**src/rtl/sdr_pipe_pkg.sv**
```systemverilog
package sdr_pipe_pkg;
  typedef enum logic [2:0] {
    CMD_MRS = 3'b000,
    CMD_PRE = 3'b010,
    CMD_ACT = 3'b011,
    CMD_WR  = 3'b100,
    CMD_RD  = 3'b101,
    CMD_NOP = 3'b111
  } sdr_cmd_e;

  // Address bit that requests auto-precharge / precharge of all banks
  localparam int AP_BIT = 10;
  // Position of the CAS latency field inside the mode word
  localparam int MODE_CL_LSB = 4;
endpackage

```
**src/rtl/sdr_init_seq.sv**
```systemverilog
module sdr_init_seq #(
  parameter int INIT_WAIT = 16
) (
  input  logic clk,
  input  logic rst,
  output logic init_done_o,
  output logic pre_due_o,
  output logic mrs_due_o,
  output logic mrs_next_o
);
  localparam int LAST = INIT_WAIT + 4;
  localparam int CW   = $clog2(LAST + 1);

  logic [CW-1:0] cnt_q;

  always_ff @(posedge clk) begin
    if (rst) begin
      cnt_q       <= '0;
      init_done_o <= 1'b0;
    end else if (!init_done_o) begin
      cnt_q <= cnt_q + 1'b1;
      if (cnt_q == CW'(LAST)) init_done_o <= 1'b1;
    end
  end

  // Step strobes: evaluated at the edge that issues the command
  assign pre_due_o  = !init_done_o && (cnt_q == CW'(INIT_WAIT));
  assign mrs_next_o = !init_done_o && (cnt_q == CW'(INIT_WAIT + 1));
  assign mrs_due_o  = !init_done_o && (cnt_q == CW'(INIT_WAIT + 2));

  AST_MRS_AFTER_PRE: assert property (@(posedge clk) disable iff (rst)
    mrs_due_o |-> $past(pre_due_o, 2));
endmodule

```
**src/rtl/sdr_bank_timer.sv**
```systemverilog
module sdr_bank_timer #(
  parameter int BUSY_CYC = 7
) (
  input  logic clk,
  input  logic rst,
  input  logic start_i,
  output logic busy_o
);
  localparam int TW = $clog2(BUSY_CYC + 1);

  logic [TW-1:0] cnt_q;

  always_ff @(posedge clk) begin
    if (rst)                cnt_q <= '0;
    else if (start_i)       cnt_q <= TW'(BUSY_CYC);
    else if (cnt_q != '0)   cnt_q <= cnt_q - 1'b1;
  end

  assign busy_o = (cnt_q != '0);

  AST_START_IDLE: assert property (@(posedge clk) disable iff (rst)
    start_i |-> !busy_o);
endmodule

```
**src/rtl/sdr_bank_pick.sv**
```systemverilog
module sdr_bank_pick #(
  parameter int NB = 4,
  parameter int BW = 2
) (
  input  logic [NB-1:0] cand_i,
  output logic          any_o,
  output logic [BW-1:0] idx_o
);
  // Scan from the top so the lowest candidate is written last and wins
  always_comb begin
    any_o = 1'b0;
    idx_o = '0;
    for (int i = NB - 1; i >= 0; i--) begin
      if (cand_i[i]) begin
        any_o = 1'b1;
        idx_o = BW'(i);
      end
    end
  end
endmodule

```
**src/rtl/sdr_bank_pipe.sv**
```systemverilog
module sdr_bank_pipe
  import sdr_pipe_pkg::*;
#(
  parameter int NB        = 4,
  parameter int ROW_W     = 13,
  parameter int COL_W     = 9,
  parameter int DATA_W    = 16,
  parameter int PORT_W    = 3,
  parameter int BUSY_CYC  = 7,
  parameter int TRCD      = 2,
  parameter int CAS_LAT   = 2,
  parameter int INIT_WAIT = 16
) (
  input  logic                    clk,
  input  logic                    rst,
  input  logic [NB-1:0]           req_i,
  input  logic [NB*PORT_W-1:0]    req_port_i,
  input  logic [NB*ROW_W-1:0]     req_row_i,
  input  logic [NB*COL_W-1:0]     req_col_i,
  input  logic [NB-1:0]           req_we_i,
  input  logic [NB*DATA_W-1:0]    req_wdata_i,
  output logic [NB-1:0]           ack_o,
  output logic [2:0]              cmd_o,
  output logic [$clog2(NB)-1:0]   ba_o,
  output logic [ROW_W-1:0]        addr_o,
  output logic [DATA_W-1:0]       dq_o,
  output logic                    dq_oe_o,
  output logic                    latch_valid_o,
  output logic [PORT_W-1:0]       latch_port_o,
  output logic                    init_done_o
);
  localparam int BANK_W = $clog2(NB);
  localparam int ADDR_W = ROW_W;
  // Column commands sit on the odd slots between launches: TRCD rounded up to odd.
  // Supported TRCD is 2..3, giving a 3-cycle ACT-to-column spacing.
  localparam int CAS_OFS  = (TRCD % 2 == 1) ? TRCD : TRCD + 1;
  localparam int CAS_WAIT = CAS_OFS - 2;
  localparam logic [ADDR_W-1:0] AP_WORD   = ADDR_W'(1) << AP_BIT;
  localparam logic [ADDR_W-1:0] MODE_WORD = ADDR_W'(CAS_LAT) << MODE_CL_LSB;

  // ---------------- power-up sequence ----------------
  logic init_done, pre_due, mrs_due, mrs_next;

  sdr_init_seq #(.INIT_WAIT(INIT_WAIT)) u_init (
    .clk(clk), .rst(rst), .init_done_o(init_done),
    .pre_due_o(pre_due), .mrs_due_o(mrs_due), .mrs_next_o(mrs_next)
  );
  assign init_done_o = init_done;

  // ---------------- launch slot and bank choice ----------------
  logic              phase_q;
  logic [NB-1:0]     busy, cand;
  logic              launch;
  logic [BANK_W-1:0] sel;

  always_ff @(posedge clk) begin
    if (rst)            phase_q <= 1'b0;
    else if (init_done) phase_q <= ~phase_q;
  end

  assign cand = req_i & ~busy & {NB{init_done & phase_q}};

  sdr_bank_pick #(.NB(NB), .BW(BANK_W)) u_pick (
    .cand_i(cand), .any_o(launch), .idx_o(sel)
  );

  for (genvar b = 0; b < NB; b++) begin : g_bank
    sdr_bank_timer #(.BUSY_CYC(BUSY_CYC)) u_tmr (
      .clk(clk), .rst(rst),
      .start_i(launch && (sel == BANK_W'(b))),
      .busy_o(busy[b])
    );
  end

  logic [ROW_W-1:0]  sel_row;
  logic [COL_W-1:0]  sel_col;
  logic [PORT_W-1:0] sel_port;
  logic [DATA_W-1:0] sel_wd;
  logic              sel_we;

  always_comb begin
    sel_row  = req_row_i[sel*ROW_W +: ROW_W];
    sel_col  = req_col_i[sel*COL_W +: COL_W];
    sel_port = req_port_i[sel*PORT_W +: PORT_W];
    sel_wd   = req_wdata_i[sel*DATA_W +: DATA_W];
    sel_we   = req_we_i[sel];
  end

  // ---------------- open (RAS) stage ----------------
  logic              ras_v;
  logic [BANK_W-1:0] ras_bank;
  logic [COL_W-1:0]  ras_col;
  logic [PORT_W-1:0] ras_port;
  logic [DATA_W-1:0] ras_wd;
  logic              ras_we;

  always_ff @(posedge clk) begin
    if (rst) ras_v <= 1'b0;
    else     ras_v <= launch;
    if (launch) begin
      ras_bank <= sel;
      ras_col  <= sel_col;
      ras_port <= sel_port;
      ras_wd   <= sel_wd;
      ras_we   <= sel_we;
    end
  end

  // ---------------- column (CAS) stage ----------------
  logic              cas_v, cas_wait;
  logic [BANK_W-1:0] cas_bank;
  logic [COL_W-1:0]  cas_col;
  logic [PORT_W-1:0] cas_port;
  logic [DATA_W-1:0] cas_wd;
  logic              cas_we;
  logic              issue;

  assign issue = cas_v && !cas_wait;

  always_ff @(posedge clk) begin
    if (rst) begin
      cas_v    <= 1'b0;
      cas_wait <= 1'b0;
    end else if (ras_v) begin
      cas_v    <= 1'b1;
      cas_wait <= (CAS_WAIT != 0);
    end else if (cas_wait) begin
      cas_wait <= 1'b0;
    end else begin
      cas_v    <= 1'b0;
    end
    if (ras_v) begin
      cas_bank <= ras_bank;
      cas_col  <= ras_col;
      cas_port <= ras_port;
      cas_wd   <= ras_wd;
      cas_we   <= ras_we;
    end
  end

  // ---------------- mask and latch stages ----------------
  logic              mask_v, mask_rd;
  logic [1:0]        mask_cnt;
  logic [PORT_W-1:0] mask_port;

  always_ff @(posedge clk) begin
    if (rst) begin
      mask_v        <= 1'b0;
      mask_cnt      <= '0;
      latch_valid_o <= 1'b0;
      latch_port_o  <= '0;
    end else begin
      latch_valid_o <= mask_v && mask_rd && (mask_cnt == '0);
      if (mask_v && (mask_cnt == '0)) latch_port_o <= mask_port;
      if (issue) begin
        mask_v   <= 1'b1;
        mask_cnt <= 2'(CAS_LAT - 1);
      end else if (mask_v) begin
        if (mask_cnt == '0) mask_v <= 1'b0;
        else                mask_cnt <= mask_cnt - 1'b1;
      end
    end
    if (issue) begin
      mask_rd   <= !cas_we;
      mask_port <= cas_port;
    end
  end

  // ---------------- holding register and pin registers ----------------
  logic [ADDR_W-1:0] hold_q;
  sdr_cmd_e          cmd_q;

  always_ff @(posedge clk) begin
    if (rst)                      hold_q <= AP_WORD;
    else if (cas_v && cas_wait)   hold_q <= ADDR_W'(cas_col) | AP_WORD;
    else if (mrs_next)            hold_q <= MODE_WORD;
    else                          hold_q <= AP_WORD;
  end

  always_ff @(posedge clk) begin
    if (rst) begin
      cmd_q   <= CMD_NOP;
      ba_o    <= '0;
      addr_o  <= '0;
      ack_o   <= '0;
      dq_oe_o <= 1'b0;
      dq_o    <= '0;
    end else begin
      addr_o  <= launch ? sel_row : hold_q;
      ack_o   <= launch ? (NB'(1) << sel) : '0;
      dq_oe_o <= issue && cas_we;
      if (issue) dq_o <= cas_wd;
      if (launch)     ba_o <= sel;
      else if (issue) ba_o <= cas_bank;
      if (launch)       cmd_q <= CMD_ACT;
      else if (issue)   cmd_q <= cas_we ? CMD_WR : CMD_RD;
      else if (pre_due) cmd_q <= CMD_PRE;
      else if (mrs_due) cmd_q <= CMD_MRS;
      else              cmd_q <= CMD_NOP;
    end
  end

  assign cmd_o = cmd_q;

  // ---------------- assertions ----------------
  AST_NO_ACT_IN_INIT: assert property (@(posedge clk) disable iff (rst)
    !init_done |-> (cmd_q != CMD_ACT));
  AST_ACT_ALTERNATE: assert property (@(posedge clk) disable iff (rst)
    (cmd_q == CMD_ACT) |=> (cmd_q != CMD_ACT));
  AST_ACK_WITH_ACT: assert property (@(posedge clk) disable iff (rst)
    (|ack_o) |-> (cmd_q == CMD_ACT && $onehot0(ack_o) && ack_o[ba_o]));
  AST_CAS_AFTER_ACT: assert property (@(posedge clk) disable iff (rst)
    (cmd_q == CMD_RD || cmd_q == CMD_WR) |->
      ($past(cmd_q, 3) == CMD_ACT && $past(ba_o, 3) == ba_o));
  AST_CAS_AUTOPRE: assert property (@(posedge clk) disable iff (rst)
    (cmd_q == CMD_RD || cmd_q == CMD_WR) |-> addr_o[AP_BIT]);
  AST_MRS_WORD: assert property (@(posedge clk) disable iff (rst)
    (cmd_q == CMD_MRS) |-> (addr_o == MODE_WORD));
  AST_WR_DRIVE: assert property (@(posedge clk) disable iff (rst)
    dq_oe_o |-> (cmd_q == CMD_WR));
  AST_LATCH_AFTER_RD: assert property (@(posedge clk) disable iff (rst)
    latch_valid_o |-> ($past(cmd_q, CAS_LAT) == CMD_RD));
endmodule

```
**config.mk**
```make
export PLATFORM = sky130hd
export DESIGN_NAME = sdr_bank_pipe
export DESIGN_NICKNAME = d
export VERILOG_FILES = /design/src/rtl/sdr_pipe_pkg.sv /design/src/rtl/sdr_init_seq.sv /design/src/rtl/sdr_bank_timer.sv /design/src/rtl/sdr_bank_pick.sv /design/src/rtl/sdr_bank_pipe.sv
export SDC_FILE = /design/constraint.sdc
export NUM_CORES = 1
export LEC_CHECK = 0
export CAP_MARGIN = 25
export CORE_AREA = 2 2 128 130
export DETAILED_ROUTE_END_ITERATION = 16
export DIE_AREA = 0 0 130 132
export DONT_BUFFER_PORTS = 1
export SETUP_SLACK_MARGIN = 0.5
export SLEW_MARGIN = 20
export SYNTH_ARGS = -nofsm -noshare
export SYNTH_HDL_FRONTEND = slang
export SYNTH_SLANG_ARGS = --single-unit
```
**constraint.sdc**
```tcl
create_clock -name clk -period 2.9 [get_ports clk]
set_clock_uncertainty 0.15 [all_clocks]
set_input_delay 0.87 -clock clk [delete_from_list [all_inputs] [get_ports clk]]
set_output_delay 0.87 -clock clk [all_outputs]
set_load 0.01 [all_outputs]
```
==> results.sh, run 1 <==
export IMPL_nFillCells=1452
export IMPL_drcViolationCount=0
export IMPL_crit_start="g_bank[1].u_tmr.cnt_q[0]"
export IMPL_drive_gt1_share_pct=10.75
export IMPL_outcome="finished, final reports clean"
export IMPL_r2r_slack_ps=600
export IMPL_regToRegEndpoint="ras_col[3]"
export IMPL_worst_pin_slew_ps=816.3
export IMPL_grt_pass1_vias=4556
export IMPL_synth_yosys_seq_area_share_pct=57.20
export IMPL_fp_row_count=46
export IMPL_fp_dieArea_mm2=0.01716
export IMPL_hold_viol=0
export IMPL_antenna_found_initial=1
export IMPL_port_buffers=0
export IMPL_clk_latency_ps=420
export IMPL_fmax_ghz=0.4357
export IMPL_die_width_um=130
export IMPL_power_density_mw_per_mm2=806.0
export IMPL_min_delay_start="ras_bank[1]"
export IMPL_synthArstFlopShare_pct=0
export IMPL_dp_hpwl_um=12270
export IMPL_period_share_pct=79.15
export IMPL_regArea_mm2=0.003543
export IMPL_cts_made_buffers=17
export IMPL_core_area_mm2=0.01571
export IMPL_crit_type="flip-flop to flip-flop"
export IMPL_tns_ps=0
export IMPL_multi_input_area_mm2=0.002425
export IMPL_areaGrowthSynthToFinish_pct=14.10
export IMPL_critPathCapture="ras_col[3]"
export IMPL_max_cap_violations=0
export IMPL_peakVddDrop_v=0.0004664
export IMPL_start_util_pct=39.43
export IMPL_yosysWarnings=0
export IMPL_cp_arrival_ps=2320
export IMPL_rsz0062_at_grt="true"
export IMPL_cts_sinks=144
export IMPL_drt_pass1_iter_count=5
export IMPL_grt_pass1_wl_um=25660
export IMPL_post_dp_cell_area_mm2=0.006452
export IMPL_fp_dieH_um=132
export IMPL_dpl_cell_count=770
export IMPL_finalNonFillerCells=803
export IMPL_worstSetupEndpointType="flip-flop"
export IMPL_min_path_type="flip-flop to flip-flop"
export IMPL_clkTransAtPathRegs_ps=60
export IMPL_wl_per_cell_um=20.90
export IMPL_p_leak_nw=2.447
export IMPL_slew_headroom_pct=45.52
export IMPL_wirelength_um=16790
export IMPL_min_period_ps=2295
export IMPL_ant_nets=0
export IMPL_synthFlopType="dfxtp_1"
export IMPL_syn_area_mm2=0.006195
export IMPL_syn_inst=579
export IMPL_crit_fanout=32
export IMPL_cts_hold_buf=0
export IMPL_overflow=0
export IMPL_synthDistinctLibCells=46
export IMPL_cts_path_max_buffers=2
export IMPL_slew_viol_final=0
export IMPL_synth_nets=766
export IMPL_first_iter_violations=347
export IMPL_cts_tree="yes"
export IMPL_vias=4537
export IMPL_gp_congestion=0.8218
export IMPL_ys_seq_elements=144
export IMPL_fin_nets=760
export IMPL_postCtsSetupBuffers=0
export IMPL_setup_viol=0
export IMPL_required_ps=2920
export IMPL_worstHoldPathCells=0
export IMPL_viasPerCell=5.650
export IMPL_groute_usage_overall_pct=20.01
export IMPL_synth_edf_count=66
export IMPL_r2r_cells=6
export IMPL_grt_max_degree=55
export IMPL_cts_root_buf="clkbuf_16"
export IMPL_ctsHtreeMaxLevel=4
export IMPL_timing_rr_start="g_bank[1].u_tmr.cnt_q[0]"
export IMPL_ios=218
export IMPL_synth_avg_cell_area_um2=10.70
export IMPL_final_area_mm2=0.007068
export IMPL_worstSetupStartpointType="flip-flop"
==> cell families (layout without fill, tap and decap cells) <==
group / after synthesis / in the layout / share of synthesized area [%]
other: 0 / 1 / 0
buffers and inverters: 59 / 66 / 4.443
and+or+nand+nor: 180 / 180 / 14.79
muxes: 4 / 4 / 0.6464
adders and majority gates: 13 / 13 / 2.626
DFF: 144 / 144 / 57.20
xor gates and xnor gates: 9 / 9 / 1.273
AOI/OAI and AO/OA: 170 / 170 / 19.03
==> sequential cells by signal, summed over array words and instances, names as in the netlist, 4 cells and up <==
register	flops
ras_wd	16
cas_wd	16
g_bank.u_tmr.cnt_q	12
ras_col	9
addr_o	13
ack_o	4
u_init.cnt_q	5
hold_q	10
dq_o	16
cas_col	9
==> repair_timing <==
| item | in CTS | in global routing |
|---|---|---|
| pin swaps | 0 | 0 |
| setup endpoints to repair | 2 | 10 |
| resized for setup | 1 | 4 |
==> worst min path at each step <==
| stage | endpoint | slack [ps] |
|---|---|---|
| finish | cas_bank[1] | 260 |
| global placement | cas_bank[1] | 250 |
| global route | cas_bank[1] | 260 |
| CTS | cas_bank[1] | 260 |
| floorplan | cas_bank[0] | 250 |
| detailed placement | cas_wd[3] | 250 |
==> per-layer routing <==
| metal | track usage (%) | wire length, um | vias to the layer above |
|---|---|---|---|
| met5 | 0 | 0 | - |
| met4 | 8.363 | 529 | 0 |
| met3 | 6.615 | 1320 | 36 |
| met2 | 32.78 | 8108 | 197 |
| met1 | 24.02 | 6826 | 2177 |
| li1 | - | - | 2127 |
==> critical path, stage by stage (launching register included) <==
cell and delay (ps):
dfxtp_1 290, inv_1 100, ha_1 250, and3b_2 500
o311ai_4 170, buf_12 200, a221o_1 360
==> Yosys cell counts (all sizes together) (3+ instances only) <==
library cell / count / area, um2
nand2: 79 / 296.5
dfxtp: 78 / 1562
edfxtp: 66 / 1982
o21ai: 51 / 255.2
a21oi: 40 / 200.2
a221oi: 22 / 192.7
clkbuf: 22 / 82.58
nor2: 21 / 81.33
buf: 20 / 128.9
inv: 17 / 63.81
nand2b: 16 / 100.1
nand3: 14 / 70.07
ha: 13 / 162.7
a311o: 10 / 100.1
a32oi: 10 / 87.58
and2: 10 / 62.56
and4b: 10 / 100.1
o2bb2ai: 10 / 87.58
a211oi: 7 / 52.55
a221o: 7 / 70.07
nor2b: 7 / 43.79
nor3: 7 / 40.04
xnor2: 7 / 61.31
and3: 4 / 25.02
mux2i: 4 / 40.04
nand3b: 4 / 33.78
a21o: 3 / 22.52
and3b: 3 / 26.28
o221ai: 3 / 26.28
==> final cells by class <==
cell class,instances,share of cell area (%)
sequential,144,50.13
multi-input combinational,376,34.31
clock buffer,22,7.081
tap,216,3.824
timing repair buffer,17,2.337
clock inverter,10,1.381
inverter,17,0.9028
antenna,1,0.03540
==> placed cells by master (no fill, tap or decap), types with 12 or more instances in the layout <==
cell / n
nand2b_1: 15
buf_4: 14
nor2_1: 19
o21ai_0: 50
nand2_1: 79
ha_1: 12
a21oi_1: 37
clkbuf_16: 19
inv_1: 16
edfxtp_1: 66
a221oi_1: 22
nand3_1: 14
dfxtp_1: 78
==> metrics by stage <==
step | power (mW) | util [%] | hold WS, ps | setup WS [ps]
final | 5.697 | 44.98 | 263.4 | 604.8
after floorplan | 3.294 | - | 250.3 | 304.8
after CTS | 5.727 | 44.89 | 261.9 | 534.2
after detailed placement | 3.554 | 41.07 | 254.5 | 346.6
after global placement | 3.467 | 41.07 | 251.5 | 418.1
after global routing | 5.981 | 44.98 | 262.7 | 482.5
==> power by group <==
group / internal (mW) / switching, mW / total, mW / leakage, nW
logic: 0.523 / 0.748 / 1.27 / 0.930
clock network: 1.32 / 0.843 / 2.16 / 0.295
registers: 2.19 / 0.0713 / 2.26 / 1.22
total: 4.04 / 1.66 / 5.70 / 2.45
No activity file was read; power rests on OpenSTA's default activity.
==> run 2: changes to the inputs <==
==> constraint.sdc (replaced) <==
create_clock -name clk -period 2.3 [get_ports clk]
set_clock_uncertainty 0.15 [all_clocks]
set_input_delay 0.69 -clock clk [delete_from_list [all_inputs] [get_ports clk]]
set_output_delay 0.69 -clock clk [all_outputs]
set_load 0.01 [all_outputs]
==> run 2 against run 1 <==
  * Combinational power grew to 2.6 times the previous value
  * Setup slack lost 330 ps
  * Die area is the same
  * Power grew 51%
  * Clock-buffer cell count shrank 5
  * Via count grew 9.4%
  * Global-route usage grew 1.8 points
  * Sequential share of layout area shrank 8.9 points
  * Critical path depth grew 2
==> results.sh, run 2 (synthesis results as in run 1) <==
export IMPL_clk_latency_ps=420
export IMPL_fp_dieH_um=132
export IMPL_mostFrequentLayoutCell="dfxtp_1"
export IMPL_ant_nets=0
export IMPL_fp_row_count=46
export IMPL_peakVddDrop_v=0.0005799
export IMPL_groute_usage_overall_pct=21.77
export IMPL_areaGrowthSynthToFinish_pct=39.10
export IMPL_power_density_mw_per_mm2=999.0
export IMPL_start_util_pct=39.43
export IMPL_crit_type="flip-flop to flip-flop"
export IMPL_first_iter_violations=350
export IMPL_ios=218
export IMPL_fin_nets=820
export IMPL_grt_pass1_wl_um=27830
export IMPL_hold_ws_ps=195.0
export IMPL_min_period_ps=2020
export IMPL_wl_per_cell_um=22.48
export IMPL_layout_setup_ws_ps=279.7
export IMPL_critPathSlowestCell="a221o_1"
export IMPL_antenna_found_initial=0
export IMPL_cts_tree="yes"
export IMPL_die_width_um=130
export IMPL_cp_arrival_ps=2040
export IMPL_top_regs="cas_wd x16, dq_o x16, ras_wd x16"
export IMPL_clkTransAtPathRegs_ps=60
export IMPL_antennaDiodeCount=0
export IMPL_cts_path_max_buffers=2
export IMPL_p_leak_nw=2.992
export IMPL_min_path_type="primary input to flip-flop"
export IMPL_setup_viol=0
export IMPL_ctsHtreeMaxLevel=4
export IMPL_slew_viol_final=0
export IMPL_most_common_layout_cells="dfxtp_1 (69), edfxtp_1 (66), nand2_1 (55), buf_4 (32), a21oi_1 (31)"
export IMPL_rsz0062_at_grt="true"
export IMPL_worstSetupEndpointType="flip-flop"
export IMPL_cts_made_buffers=17
export IMPL_fp_dieArea_mm2=0.01716
export IMPL_cts_sinks=144
export IMPL_worst_pin_slew_ps=615.5
export IMPL_r2r_slack_ps=280
export IMPL_wirelength_um=19380
export IMPL_port_buffers=0
export IMPL_dp_hpwl_um=12030
export IMPL_viasPerCell=5.756
export IMPL_crit_path_max_incr_delay_ps=330
export IMPL_grt_max_degree=55
export IMPL_gp_congestion=0.8379
export IMPL_overflow=0
export IMPL_drcViolationCount=0
export IMPL_crit_start="g_bank[2].u_tmr.cnt_q[1]"
export IMPL_required_ps=2320
export IMPL_crit_fanout=8
export IMPL_grt_pass1_vias=4917
export IMPL_critPathTopFamily="buffers and inverters"
export IMPL_nFillCells=1299
export IMPL_min_delay_start="rst"
export IMPL_crit_top_cell="buf_6"
export IMPL_core_area_mm2=0.01571
export IMPL_drt_pass1_iter_count=5
export IMPL_crit_buf_inv=4
export IMPL_path_cells="inv_2 > ha_4 > and3b_2 > buf_6 > o311ai_4 > buf_6 > buf_12 > a221o_1"
export IMPL_timing_rr_start="g_bank[2].u_tmr.cnt_q[1]"
export IMPL_drive_gt1_share_pct=35.14
export IMPL_max_cap_violations=0
export IMPL_slew_headroom_pct=58.91
export IMPL_worstSetupStartpointType="flip-flop"
export IMPL_vias=4962
export IMPL_hold_viol=0
export IMPL_period_share_pct=87.84
export IMPL_cts_root_buf="clkbuf_16"
export IMPL_cts_hold_buf=0
export IMPL_preCtsSetupSlack_ps=56.90
export IMPL_outcome="finished, final reports clean"
export IMPL_fmax_ghz=0.4950
run 2: layer usage:
metal | share of wire [%] | global-route usage [%] | wire, um
met1 | 40 | 26.34 | 7734
met2 | 50 | 35.98 | 9674
met3 | 6.8 | 6.737 | 1323
met4 | 3.3 | 8.602 | 643
met5 | 0 | 0 | 0
run 2: worst paths after layout:
| kind | end | cells past startpoint |
|---|---|---|
| min | g_bank[1].u_tmr.cnt_q[0] | 1 |
| max | ras_col[3] | 8 |
| max reg2reg | ras_col[3] | 8 |
| min reg2reg | cas_wd[6] | 0 |
run 2: cell type report:
cell class	instances	area, um2	area share [%]
tap	216	270.3	3.136
sequential	144	3557	41.28
clock inverter	15	111.4	1.292
multi-input combinational	376	3099	35.97
clock buffer	17	425.4	4.937
inverter	17	66.31	0.7696
timing repair buffer	77	1087	12.62
run 2: where the power goes:
| part | internal, mW | switching (mW) |
|---|---|---|
| Combinational | 1.67 | 1.57 |
| Sequential | 2.77 | 0.0814 |
| Clock | 1.39 | 1.12 |
| Total | 5.84 | 2.77 |
run 2: repair_timing:
item,CTS,global route
gates cloned,9,4
resized for setup,79,77
setup buffers,30,12
pin swaps,52,37
endpoints found under the setup margin,93,88
run 2: stage by stage:
stage	utilization, %	cell area, um2	total power [mW]	std cells	setup TNS (ps)
6_report	54.84	8617	8.609	862	0
5_1_grt	54.84	8617	8.951	862	0
4_1_cts	50.99	8011	8.064	846	0
3_5_place_dp	42.44	6669	4.745	775	0
3_3_place_gp	42.44	6669	4.633	775	0
2_1_floorplan	-	6451	4.418	579	-1636
==> run 3: changes to the inputs <==
==> constraint.sdc (replaced) <==
create_clock -name clk -period 2.3 [get_ports clk]
set_clock_uncertainty 0.15 [all_clocks]
set_input_delay 0.345 -clock clk [delete_from_list [all_inputs] [get_ports clk]]
set_output_delay 0.345 -clock clk [all_outputs]
set_load 0.01 [all_outputs]
==> run 3 against run 2 <==
  * Cell area down 0.48%
  * Sequential share of layout area up 0.14 points
  * Clock power down 3%
  * Clock-buffer cell count up 5
  * Global-route usage up 0.70 points
  * Combinational power down 15%
  * Wire length up 6.7%
  * Fmax down 2.2%
  * Non-clock buffer count up 31
==> results.sh, run 3 (synthesis results as in run 1) <==
export IMPL_outcome="finished, final reports clean"
export IMPL_crit_fanout=6
export IMPL_overflow=0
export IMPL_fin_nets=852
export IMPL_antenna_found_initial=1
export IMPL_swShare_pct=31.56
export IMPL_wirelength_um=20670
export IMPL_fp_row_count=46
export IMPL_ctsHtreeMaxLevel=4
export IMPL_grt_pass1_wl_um=28590
export IMPL_required_ps=2310
export IMPL_drive_gt1_share_pct=26.40
export IMPL_worstSetupStartpointType="flip-flop"
export IMPL_p_int_mw=5.512
export IMPL_most_common_layout_cells="nand2_1 (74), dfxtp_1 (71), edfxtp_1 (66), dlygate4sd3_1 (40), a21oi_1 (35)"
export IMPL_power_clock_fraction_pct=30.3
export IMPL_cts_sinks=144
export IMPL_crit_buf_inv=3
export IMPL_power_frac_seq_pct=35.4
export IMPL_r2r_slack_ps=230
export IMPL_slew_viol_final=0
export IMPL_core_area_mm2=0.01571
export IMPL_hold_viol=0
export IMPL_port_buffers=0
export IMPL_cts_root_buf="clkbuf_16"
export IMPL_fp_dieH_um=132
export IMPL_first_iter_violations=435
export IMPL_tns_ps=0
export IMPL_fp_dieArea_mm2=0.01716
export IMPL_cts_made_buffers=17
export IMPL_ios=218
export IMPL_min_path_type="primary input to flip-flop"
export IMPL_drcViolationCount=0
export IMPL_worst_pin_slew_ps=862.8
export IMPL_mostFrequentLayoutCell="nand2_1"
export IMPL_clkTransAtPathRegs_ps=60
export IMPL_critPathTopFamily="compound AO/OA/AOI/OAI gates"
export IMPL_antennaDiodeCount=0
export IMPL_cts_tree="yes"
export IMPL_start_util_pct=39.43
export IMPL_crit_path_max_incr_delay_ps=370
export IMPL_path_cells="inv_2 > ha_4 > and3b_2 > o311ai_4 > buf_12 > clkbuf_16 > a221o_1"
export IMPL_wl_per_cell_um=23.12
export IMPL_groute_usage_overall_pct=22.47
export IMPL_post_dp_cell_area_mm2=0.006638
export IMPL_peakVddDrop_v=0.0006415
export IMPL_grt_max_degree=53
export IMPL_setup_viol=0
export IMPL_max_cap_violations=0
export IMPL_clk_latency_ps=420
export IMPL_rsz0062_at_grt="true"
export IMPL_cp_arrival_ps=2080
export IMPL_period_share_pct=89.81
export IMPL_min_period_ps=2066
export IMPL_comb_power_share_pct=34.3
export IMPL_final_util_pct=54.58
export IMPL_ant_nets=0
export IMPL_areaGrowthSynthToFinish_pct=38.44
export IMPL_power_density_mw_per_mm2=939.0
export IMPL_cts_path_max_buffers=2
export IMPL_p_leak_nw=3.042
export IMPL_fmax_ghz=0.4841
export IMPL_total_switching_power_mw=2.541
export IMPL_critPathSlowestCell="a221o_1"
export IMPL_vias=5086
export IMPL_gp_congestion=0.8279
export IMPL_slew_headroom_pct=42.27
export IMPL_dp_hpwl_um=12930
export IMPL_viasPerCell=5.689
export IMPL_worstSetupEndpointType="flip-flop"
export IMPL_top_regs="cas_wd x16, dq_o x16, ras_wd x16"
export IMPL_die_width_um=130
export IMPL_grt_pass1_vias=5030
export IMPL_crit_type="flip-flop to flip-flop"
export IMPL_drt_pass1_iter_count=5
export IMPL_p_total_mw=8.053
export IMPL_final_area_mm2=0.008576
==> run 3: final timing paths <==
| kind | start | end | cells past startpoint |
|---|---|---|---|
| max | g_bank[2].u_tmr.cnt_q[1] | ras_col[8] | 7 |
| min | req_wdata_i[0] | ras_wd[0] | 2 |
| max reg2reg | g_bank[2].u_tmr.cnt_q[1] | ras_col[8] | 7 |
| min reg2reg | ras_wd[7] | cas_wd[7] | 0 |
==> run 3: repair_timing <==
| action | in CTS | in global routing |
|---|---|---|
| pin swaps | 13 | 40 |
| setup endpoints to repair | 86 | 89 |
| gates resized for setup | 23 | 67 |
| gates cloned | 5 | 6 |
| setup buffers | 19 | 18 |
| hold buffers | 37 | 4 |
| hold endpoints to repair | 84 | 4 |
==> run 3: power by group through the flow <==
| stage | combinational (mW) | clock, mW | sequential (mW) |
|---|---|---|---|
| 6_report | 2.76 | 2.44 | 2.85 |
| 2_1_floorplan | 1.55 | 0 | 2.89 |
| 3_5_place_dp | 1.88 | 0 | 2.90 |
| 4_1_cts | 2.33 | 2.48 | 2.84 |
| 5_1_grt | 2.93 | 2.58 | 2.86 |
| 3_3_place_gp | 1.77 | 0 | 2.89 |
==> run 3: cell type report <==
cell class              instances  area (um2)
clock buffers                  22       454.2
clock inverters                10       67.56
fillers                      1277        7137
inverters                      17       63.81
multi-input cells             377        2846
flip-flops and latches        144        3552
well taps                     216       270.3
repair buffers                108        1321
==> run 3: stage by stage <==
step / setup slack (ps) / std cells / hold WS, ps
global route: 223.3 / 894 / 2.147
global placement: 251.3 / 773 / 253.9
finish: 234.4 / 894 / 10.72
CTS: 290.7 / 866 / 1.825
floorplan: 54.10 / 579 / 250.3
detailed placement: 112.1 / 773 / 254.5
==> run 3: routing by layer <==
metal | up-vias | GRT usage [%] | part of all wire, %
li1 | 2320 | - | -
met1 | 2458 | 27.16 | 38
met2 | 258 | 35.78 | 50
met3 | 48 | 6.981 | 8.0
met4 | 2 | 11.71 | 4.0
met5 | - | 0 | 0.097
==> run 3: worst register-to-register path, delay by kind of cell, from the launching register on <==
family          cells  cell delay (ps)
compound gates      2              520
fa+ha+maj           1              130
buf+inv             3              400
flops               1              320
simple gates        1              300
